[src/rtl/fault_cam_pkg.sv]
package fault_cam_pkg;
  // Strobes from control to the entry store
  typedef struct packed {
    logic wipe;    // invalidate every entry
    logic load;    // write the entry selected by loadSel
    logic setOvf;  // write refused
  } camStrobe_t;
endpackage

[src/rtl/fault_cam_ctrl.sv]
module fault_cam_ctrl
  import fault_cam_pkg::*;
#(
  parameter int ENTRIES = 8
) (
  input  logic               clk,
  input  logic               rstN,
  input  logic               testMode,
  input  logic               clearAll,
  input  logic               wrEn,
  input  logic [ENTRIES-1:0] validVec,
  input  logic [ENTRIES-1:0] wrHitVec,
  output camStrobe_t         strb,
  output logic [ENTRIES-1:0] loadSel,
  output logic               overflow
);
  logic [ENTRIES-1:0] firstFree;
  logic               anyFree;
  logic               ovfQ;

  // Lowest-numbered free entry, one-hot
  always_comb begin
    firstFree = '0;
    for (int i = ENTRIES - 1; i >= 0; i--) begin
      if (!validVec[i]) begin
        firstFree = '0;
        firstFree[i] = 1'b1;
      end
    end
  end

  assign anyFree = ~&validVec;

  always_comb begin
    strb        = '0;
    loadSel     = '0;
    strb.wipe   = testMode & clearAll;
    if (testMode && !clearAll && wrEn) begin
      if (|wrHitVec) begin
        strb.load = 1'b1;
        loadSel   = wrHitVec;
      end else if (anyFree) begin
        strb.load = 1'b1;
        loadSel   = firstFree;
      end else begin
        strb.setOvf = 1'b1;
      end
    end
  end

  always_ff @(posedge clk or negedge rstN) begin
    if (!rstN)            ovfQ <= 1'b0;
    else if (strb.wipe)   ovfQ <= 1'b0;
    else if (strb.setOvf) ovfQ <= 1'b1;
  end

  assign overflow = ovfQ;
endmodule

[src/rtl/fault_cam_store.sv]
module fault_cam_store
  import fault_cam_pkg::*;
#(
  parameter int ENTRIES = 8,
  parameter int IDX_W   = 6,
  parameter int COL_W   = 2
) (
  input  logic               clk,
  input  logic               rstN,
  input  camStrobe_t         strb,
  input  logic [ENTRIES-1:0] loadSel,
  input  logic [IDX_W-1:0]   wrIndex,
  input  logic [COL_W-1:0]   wrCol,
  input  logic [IDX_W-1:0]   lkIndex,
  output logic [ENTRIES-1:0] validVec,
  output logic [ENTRIES-1:0] wrHitVec,
  output logic [ENTRIES-1:0] lkHitVec,
  output logic [COL_W-1:0]   storedCol
);
  logic [COL_W-1:0] colVec [ENTRIES];

  for (genvar g = 0; g < ENTRIES; g++) begin : gEntry
    logic [IDX_W-1:0] tagQ;
    logic [COL_W-1:0] colQ;
    logic             vldQ;

    always_ff @(posedge clk or negedge rstN) begin
      if (!rstN) begin
        vldQ <= 1'b0;
        tagQ <= '0;
        colQ <= '0;
      end else if (strb.wipe) begin
        vldQ <= 1'b0;
      end else if (strb.load && loadSel[g]) begin
        vldQ <= 1'b1;
        tagQ <= wrIndex;
        colQ <= wrCol;
      end
    end

    assign validVec[g] = vldQ;
    assign wrHitVec[g] = vldQ && (tagQ == wrIndex);
    assign lkHitVec[g] = vldQ && (tagQ == lkIndex);
    assign colVec[g]   = colQ;
  end

  // One-hot AND-OR multiplexer on the match lines
  always_comb begin
    storedCol = '0;
    for (int i = 0; i < ENTRIES; i++) begin
      storedCol = storedCol | ({COL_W{lkHitVec[i]}} & colVec[i]);
    end
  end
endmodule

[src/rtl/fault_remap_cam.sv]
module fault_remap_cam
  import fault_cam_pkg::*;
#(
  parameter int ENTRIES = 8,
  parameter int IDX_W   = 6,
  parameter int COL_W   = 2
) (
  input  logic             clk,
  input  logic             rstN,
  input  logic             testMode,
  input  logic             clearAll,
  input  logic             wrEn,
  input  logic [IDX_W-1:0] wrIndex,
  input  logic [COL_W-1:0] wrCol,
  input  logic [IDX_W-1:0] lkIndex,
  input  logic [COL_W-1:0] reqCol,
  output logic             hit,
  output logic [COL_W-1:0] outCol,
  output logic             full,
  output logic             overflow
);
  camStrobe_t         strb;
  logic [ENTRIES-1:0] loadSel;
  logic [ENTRIES-1:0] validVec;
  logic [ENTRIES-1:0] wrHitVec;
  logic [ENTRIES-1:0] lkHitVec;
  logic [COL_W-1:0]   storedCol;

  fault_cam_ctrl #(.ENTRIES(ENTRIES)) uCtrl (
    .clk(clk), .rstN(rstN), .testMode(testMode), .clearAll(clearAll),
    .wrEn(wrEn), .validVec(validVec), .wrHitVec(wrHitVec),
    .strb(strb), .loadSel(loadSel), .overflow(overflow)
  );

  fault_cam_store #(.ENTRIES(ENTRIES), .IDX_W(IDX_W), .COL_W(COL_W)) uStore (
    .clk(clk), .rstN(rstN), .strb(strb), .loadSel(loadSel),
    .wrIndex(wrIndex), .wrCol(wrCol), .lkIndex(lkIndex),
    .validVec(validVec), .wrHitVec(wrHitVec), .lkHitVec(lkHitVec),
    .storedCol(storedCol)
  );

  assign hit    = |lkHitVec;
  assign outCol = hit ? storedCol : reqCol;
  assign full   = &validVec;
endmodule

[config.mk]
export PLATFORM = sky130hd
export DESIGN_NAME = fault_remap_cam
export DESIGN_NICKNAME = d
export VERILOG_FILES = /design/src/rtl/fault_cam_pkg.sv /design/src/rtl/fault_cam_ctrl.sv /design/src/rtl/fault_cam_store.sv /design/src/rtl/fault_remap_cam.sv
export SDC_FILE = /design/constraint.sdc
export NUM_CORES = 1
export LEC_CHECK = 0
export ABC_AREA = 1
export BUFFER_PORTS_ARGS = -buffer_cell sky130_fd_sc_hd__buf_4
export CELL_PAD_IN_SITES_DETAIL_PLACEMENT = 1
export CELL_PAD_IN_SITES_GLOBAL_PLACEMENT = 1
export CORE_MARGIN = 5
export CORE_UTILIZATION = 45
export DETAILED_ROUTE_END_ITERATION = 6
export PLACE_DENSITY_LB_ADDON = 0.12
export SLEW_MARGIN = 10
export SYNTH_ARGS = -nofsm -noshare
export SYNTH_HDL_FRONTEND = slang
export SYNTH_SLANG_ARGS = --single-unit
export TNS_END_PERCENT = 20
[constraint.sdc]
create_clock -name clk -period 2 [get_ports clk]
set_input_delay 0 -clock clk [delete_from_list [all_inputs] [get_ports clk]]
set_output_delay 0 -clock clk [all_outputs]
set_load 0.01 [all_outputs]
==> reports/qor.yml, run 1 <==
wl_um: 18760
routedWlPerCell_um: 21.18
synth-seq-cells: 73
die_area_um2: 12980
drcViolationCount: 0
power_mw: 4.077
yosys_warnings: 0
min_from: "wrIndex[4]"
gp_congestion: 0.9159
critPathCaptureType: "flip-flop"
status: "finished, final reports clean"
synth-edff-count: 0
crit_path_max_fanout: 7
power_density_nw_per_um2: 716.1
r2r_slack_ns: 0.08
path_buf_inv: 2
finalMaxSlewViolations: 0
ys_top_cells_by_area: "dfrtp_1 38%, nand2_1 21%, nand3_1 9.6%"
initial_core_util_pct: 45.43
drive_gt1_share_pct: 17.56
gr-usage-all-layers_pct: 29.40
placed_area_um2: 5190
cpPeakStageDelay_ns: 0.44
slew_headroom_pct: 66.85
cp.required_ns: 2.24
core_area_um2: 10700
rr_worst_depth: 12
synthTopCellsByCount: "269 x nand2_1, 93 x nand3_1, 73 x dfrtp_1, 64 x inv_1, 37 x nor2_1"
rows: 38
ys.flop_type: "dfrtp_1"
grt-ovfl-total: 0
yosysUniqueCellTypes: 30
numCtsBuffers: 9
holdPathEnd: "uStore.gEntry[6].tagQ[4]"
grt_pass1_vias: 5191
worst_ep_arrival_time_ns: 2.17
drt_pre_antenna_iters: 5
slowest_stage: "dfrtp_1"
crit_chain: "inv_1 > a21oi_1 > nand2_1 > nor2_1 > nand2_4 > nand2_4 > nor2_4 > nand3_2 > nand2_4 > buf_4 > nand3_1 > nand2_1"
vias: 5122
drtIter0Drc: 430
io_buffers: 25
syn_avg_cell_area_um2: 6.962
synth.most_common_cell: "nand2_1"
io_pins: 26
syn_inst: 698
fin_crit_ns: 1.924
synthArstFlopShare_pct: 100.0
cp-start-kind: "flip-flop"
pre_cts_slack_ns: 0.1350
rsz0062_at_grt: "yes"
timing.rr.end: "uStore.gEntry[7].tagQ[1]"
worst_pin_slew_ns: 0.4967
die_h_um: 113.9
max_freq_mhz: 519.8
ys_seq_area_share_pct: 37.59
diodes: 0
cts_tree: "done"
synth_top_area_share_pct: 37.59
clock_sink_count: 73
final_core_util_pct: 53.22
clock_latency_ns: 0.36
grt_pass1_wl_um: 29060
skew_ns: 0.009795
avgViaCountPerCell: 5.781
cp_num_cells: 12
layout.cells.non_filler: 886
yosys.area.top_type: "dfrtp_1"
design_area_um2: 5693
syn-num-nets: 719
min_period_over_period_pct: 96.19
ant_nets: 0
synth.cell_area_um2: 4860
cts.path.max_buffers: 2
antenna_found_initial: 0
layout.nets: 763
cts-root-buf: "clkbuf_8"
die-width_um: 113.9
whs_path_depth: 3
hold_violations: 0
hold_class: "input port to flip-flop"
dp.cells: 849
ir_worst_vdd_mv: 0.2745
clk_pin_slew_ns: 0.08
setup_viol: 0
crit_top_cell: "nand2_4"
r2r_start: "uStore.gEntry[4].vldQ"
htree_levels: 3
syn_to_final_growth_pct: 17.15
cellLeakagePower_nw: 2.992
grt_max_degree: 74
critical_path_class: "flip-flop to flip-flop"
cp_top_family: "simple AND/OR/NAND/NOR gates"
cap_violations: 0
setup_ws_ns: 0.07625
hpwl_um: 12560
power breakdown:
part / switching (mW) / internal [mW]
registers: 0.182 / 1.64
logic: 0.614 / 0.335
clock network: 0.575 / 0.730
total: 1.37 / 2.71
flip-flops by register name (all words and copies together), names as in the netlist:
| register | flops |
|---|---|
| uStore.gEntry.vldQ | 8 |
| uStore.gEntry.tagQ | 48 |
| uCtrl.overflow | 1 |
| uStore.gEntry.colQ | 16 |
cell usage in the layout (no fill, tap or decap), types with 8 or more instances in the layout:
| cell | netlist | final |
|---|---|---|
| o22ai_1 | 17 | 17 |
| nand2_1 | 269 | 268 |
| a21oi_1 | 11 | 11 |
| o21ai_0 | 12 | 10 |
| inv_1 | 64 | 64 |
| nor2_1 | 37 | 34 |
| nand3_1 | 93 | 92 |
| nand2_2 | 9 | 9 |
| nand2_4 | 18 | 19 |
| buf_4 | 5 | 47 |
| clkbuf_8 | 0 | 10 |
| xor2_1 | 8 | 8 |
| nand4_1 | 12 | 12 |
| xnor2_1 | 8 | 8 |
| dfrtp_1 | 73 | 69 |
| nand3_2 | 8 | 9 |
per-layer routing:
metal / part of all wire, % / track usage, %
met1: 42 / 38.70
met2: 47 / 47.23
met4: 3.4 / 10.77
met3: 7.4 / 6.897
met5: 0 / 0
logic make-up (layout without fill, tap and decap cells):
kind of cell	after synthesis	after routing	synth area share [%]
and+or+nand+nor	465	467	44.64
AOI/OAI and AO/OA	49	49	5.999
buffers and inverters	94	140	8.548
xor gates and xnor gates	17	17	3.219
DFF	73	73	37.59
per-stage QoR:
stage / hold WS [ns] / TNS (ns)
after floorplan: -0.2956 / 0
after global placement: 0.04998 / 0
after detailed placement: 0.05443 / 0
after CTS: 0.002004 / 0
after global routing: 0.01015 / -0.4593
final: 0.01293 / 0
worst max-delay path by stage:
| stage | startpoint | end | slack (ns) |
|---|---|---|---|
| after floorplan | uStore.gEntry[3].tagQ[3] | uStore.gEntry[7].tagQ[2] | 0.46 |
| after global placement | uStore.gEntry[3].tagQ[3] | uStore.gEntry[7].tagQ[2] | 0.18 |
| after detailed placement | uStore.gEntry[3].tagQ[3] | uStore.gEntry[7].tagQ[1] | 0.13 |
| after CTS | uStore.gEntry[6].tagQ[2] | outCol[0] | 0.002 |
| after global routing | uStore.gEntry[6].tagQ[3] | uStore.gEntry[7].colQ[1] | -0.05 |
| final | uStore.gEntry[4].vldQ | uStore.gEntry[7].tagQ[1] | 0.08 |
worst min-delay path, stage by stage:
cell,delay [ns]
buf_4,0.18
nand3_1,0.10
nand2_1,0.05
final cells by class:
class	instances	area (um^2)
clock buffers	12	145.1
inverters	68	255.2
well taps	140	175.2
multi-input cells	533	2738
clock inverters	3	65.06
repair buffers	57	483.0
flip-flops and latches	73	1832
fillers	1406	5005
repair_timing:
| item | CTS | global route |
|---|---|---|
| hold endpoints to repair | 90 | 0 |
| endpoints found under the setup margin | 2 | 70 |
| gates cloned | 0 | 2 |
| pin swaps | 0 | 10 |
| setup buffers | 0 | 13 |
| gates resized for setup | 1 | 24 |
| hold buffers | 7 | 0 |
(Power assumes the default switching activity.)
==> run 2: changes to the inputs <==
--- a/config.mk
+++ b/config.mk
@@ -5,12 +5,11 @@
 export SDC_FILE = /design/constraint.sdc
 export NUM_CORES = 1
 export LEC_CHECK = 0
-export ABC_AREA = 1
 export BUFFER_PORTS_ARGS = -buffer_cell sky130_fd_sc_hd__buf_4
 export CELL_PAD_IN_SITES_DETAIL_PLACEMENT = 1
 export CELL_PAD_IN_SITES_GLOBAL_PLACEMENT = 1
 export CORE_MARGIN = 5
-export CORE_UTILIZATION = 45
+export CORE_UTILIZATION = 50
 export DETAILED_ROUTE_END_ITERATION = 6
 export PLACE_DENSITY_LB_ADDON = 0.12
 export SLEW_MARGIN = 10
==> run 2 against run 1 <==
  * The run now ends with negative setup slack left
  * Highest routed layer unchanged
  * Sequential power hardly changed
  * Register-to-register slack got worse by 0.57 ns
  * Worst setup slack worse by 0.57 ns
==> reports/qor.yml, run 2 <==
synth-seq-cells: 73
grt_pass1_vias: 4012
yosysUniqueCellTypes: 35
ys_top_cells_by_area: "dfrtp_1 42%, mux2_2 15%, xnor2_1 10%"
rsz0062_at_grt: "yes"
p_sw_share_pct: 31.16
min_period_over_period_pct: 124.5
setup_ws_ns: -0.4897
final_core_util_pct: 69.67
power_density_nw_per_um2: 697.2
power_frac_comb_pct: 28.2
min_from: "wrCol[0]"
diodes: 0
cts.path.max_buffers: 2
p_int_mw: 2.775
critical_path_class: "flip-flop to flip-flop"
cellLeakagePower_nw: 2.643
max_freq_mhz: 401.7
crit_chain: "xnor2_1 > nand4_1 > nor4_4 > nor2_2 > a41o_1 > buf_12 > a21oi_4 > buf_12 > mux2_4"
slowest_stage: "dfrtp_1"
numCtsBuffers: 9
yosys_warnings: 0
avgViaCountPerCell: 6.287
finalMaxSlewViolations: 0
cpPeakStageDelay_ns: 0.41
gp_congestion: 0.9232
layout.nets: 493
setup_viol: 76
cp_num_cells: 9
routedWlPerCell_um: 28.75
cp-start-kind: "flip-flop"
holdPathEnd: "uStore.gEntry[1].colQ[0]"
antenna_found_initial: 0
syn-num-nets: 374
synthTopCellsByCount: "73 x dfrtp_1, 56 x mux2_2, 49 x xnor2_1, 47 x xor2_1, 17 x nand4_1"
crit_path_max_fanout: 13
io_buffers: 25
synth.cell_area_um2: 4308
ir_worst_vdd_mv: 0.4398
hpwl_um: 9087
core_area_um2: 8299
cp_top_family: "simple AND/OR/NAND/NOR gates"
syn_inst: 353
p_clk_share_pct: 27.5
status: "finished with violations"
switchingPower_mw: 1.256
rr_worst_depth: 9
largest-register: "uStore.gEntry.tagQ"
drcViolationCount: 0
vias: 3640
drive_gt1_share_pct: 50.42
skew_ns: 0.008293
largestRegisters: "uStore.gEntry.tagQ x48, uStore.gEntry.colQ x16, uStore.gEntry.vldQ x8"
cap_violations: 0
worst_ep_arrival_time_ns: 2.72
fin_crit_ns: 2.490
grt_max_degree: 40
clock_latency_ns: 0.35
syn_avg_cell_area_um2: 12.20
path_buf_inv: 2
grt_pass1_wl_um: 23030
ys.flop_type: "dfrtp_1"
synth.most_common_cell: "dfrtp_1"
synthArstFlopShare_pct: 100.0
initial_core_util_pct: 51.91
ys_seq_area_share_pct: 42.40
critPathCaptureType: "flip-flop"
r2r_slack_ns: -0.49
slew_headroom_pct: 62.14
worst_pin_slew_ns: 0.5678
cts_tree: "done"
hold_class: "input port to flip-flop"
setup_tns_ns: -30.77
clk_pin_slew_ns: 0.08
yosys.area.top_type: "dfrtp_1"
largest_register_ffs: 48
die-width_um: 102.8
rows: 33
crit_top_cell: "buf_12"
cp.required_ns: 2.23
drtIter0Drc: 232
wl_um: 16640
layout.cells.most_common: "buf_4"
r2r_start: "uStore.gEntry[1].tagQ[0]"
whs_path_depth: 2
pre_cts_slack_ns: -0.3323
timing.rr.end: "uStore.gEntry[5].colQ[1]"
synth-edff-count: 0
die_area_um2: 10570
die_h_um: 102.8
final_cell_mix: "112 x buf_4, 73 x dfrtp_1, 49 x xnor2_1"
power_frac_seq_pct: 44.3
gr-usage-all-layers_pct: 30.01
hold_violations: 0
violations: "negative setup slack"
io_pins: 26
ant_nets: 0
clock_sink_count: 73
drt_pre_antenna_iters: 5
syn_to_final_growth_pct: 34.21
grt-ovfl-total: 0
synth_top_area_share_pct: 42.40
htree_levels: 3
cts-root-buf: "clkbuf_8"
## run 2: cell count changes after synthesis, moves of 9 or more
cell,change
nand2_2,-9
o22ai_1,-17
mux2_2,+56
xnor2_1,+41
nand2_4,-18
o21ai_0,-11
nor2_1,-33
inv_1,-63
nand2_1,-262
nand3_1,-89
xor2_1,+39
## run 2: logic make-up after synthesis
kind of cell | Yosys count | share of synthesized area, %
xor gates and xnor gates | 96 | 19.52
DFF | 73 | 42.40
and+or+nand+nor | 72 | 12.49
muxes | 64 | 17.43
AOI/OAI and AO/OA | 28 | 4.822
buffers and inverters | 20 | 3.340
## run 2: per-stage QoR
| stage | total power, mW | std cells | hold slack [ns] | instance area [um^2] |
|---|---|---|---|---|
| final | 4.031 | 579 | 0.01254 | 5782 |
| after global routing | 4.154 | 579 | 0.005157 | 5782 |
| after CTS | 3.885 | 576 | 0.0003089 | 5620 |
| after detailed placement | 2.747 | 556 | 0.01598 | 5264 |
| after global placement | 2.690 | 556 | 0.01714 | 5264 |
| after floorplan | 2.332 | 353 | -0.2956 | 4344 |
## run 2: area by class of cell
| cell class | instances | area (um^2) |
|---|---|---|
| Clock buffer | 12 | 135.1 |
| Clock inverter | 1 | 30.03 |
| Fill cell | 808 | 2517 |
| Inverter | 1 | 3.754 |
| Multi-Input combinational cell | 265 | 2669 |
| Sequential cell | 73 | 1827 |
| Tap cell | 105 | 131.4 |
| Timing Repair Buffer | 122 | 985.9 |
## run 2: metal layers
layer	share of wire (%)	track usage, %
met3	5.8	5.954
met4	4.8	10.56
met1	39	35.61
met2	51	53.97
met5	0	0
## run 2: how the worst max path moves through the flow
stage | slack [ns] | to | start
2_1_floorplan | -0.27 | uStore.gEntry[5].colQ[0] | uStore.gEntry[0].tagQ[5]
4_1_cts | -0.32 | outCol[1] | uStore.gEntry[6].tagQ[4]
6_report | -0.49 | uStore.gEntry[5].colQ[1] | uStore.gEntry[1].tagQ[0]
3_3_place_gp | -0.27 | uStore.gEntry[7].tagQ[5] | uStore.gEntry[0].tagQ[5]
5_1_grt | -0.55 | outCol[1] | uStore.gEntry[7].tagQ[5]
3_5_place_dp | -0.33 | uStore.gEntry[4].colQ[1] | uStore.gEntry[0].tagQ[5]
## run 2: timing repair
action / 4_1_cts / 5_1_grt
endpoints found under the setup margin: 75 / 75
hold buffers: 2 / 0
buffers inserted: 0 / 4
hold endpoints to repair: 39 / 0
pin swaps: 10 / 10
resized for setup: 26 / 26
gates cloned: 5 / 0
## run 2: power groups by stage
stage                     clock network, mW  registers, mW  logic [mW]
final                                  1.11           1.79        1.14
after global routing                   1.16           1.79        1.20
after CTS                              1.10           1.76        1.03
after detailed placement                  0           1.79       0.960
after global placement                    0           1.77       0.916
after floorplan                           0           1.79       0.539
## run 2: worst reg2reg max path, delay by kind of cell, from the launching register on
family                    cells  cell delay, ns
xor gates and xnor gates      1            0.21
DFF                           1            0.41
AOI/OAI and AO/OA             2            0.43
and+or+nand+nor               3            0.67
muxes                         1            0.31
buffers and inverters         2            0.35
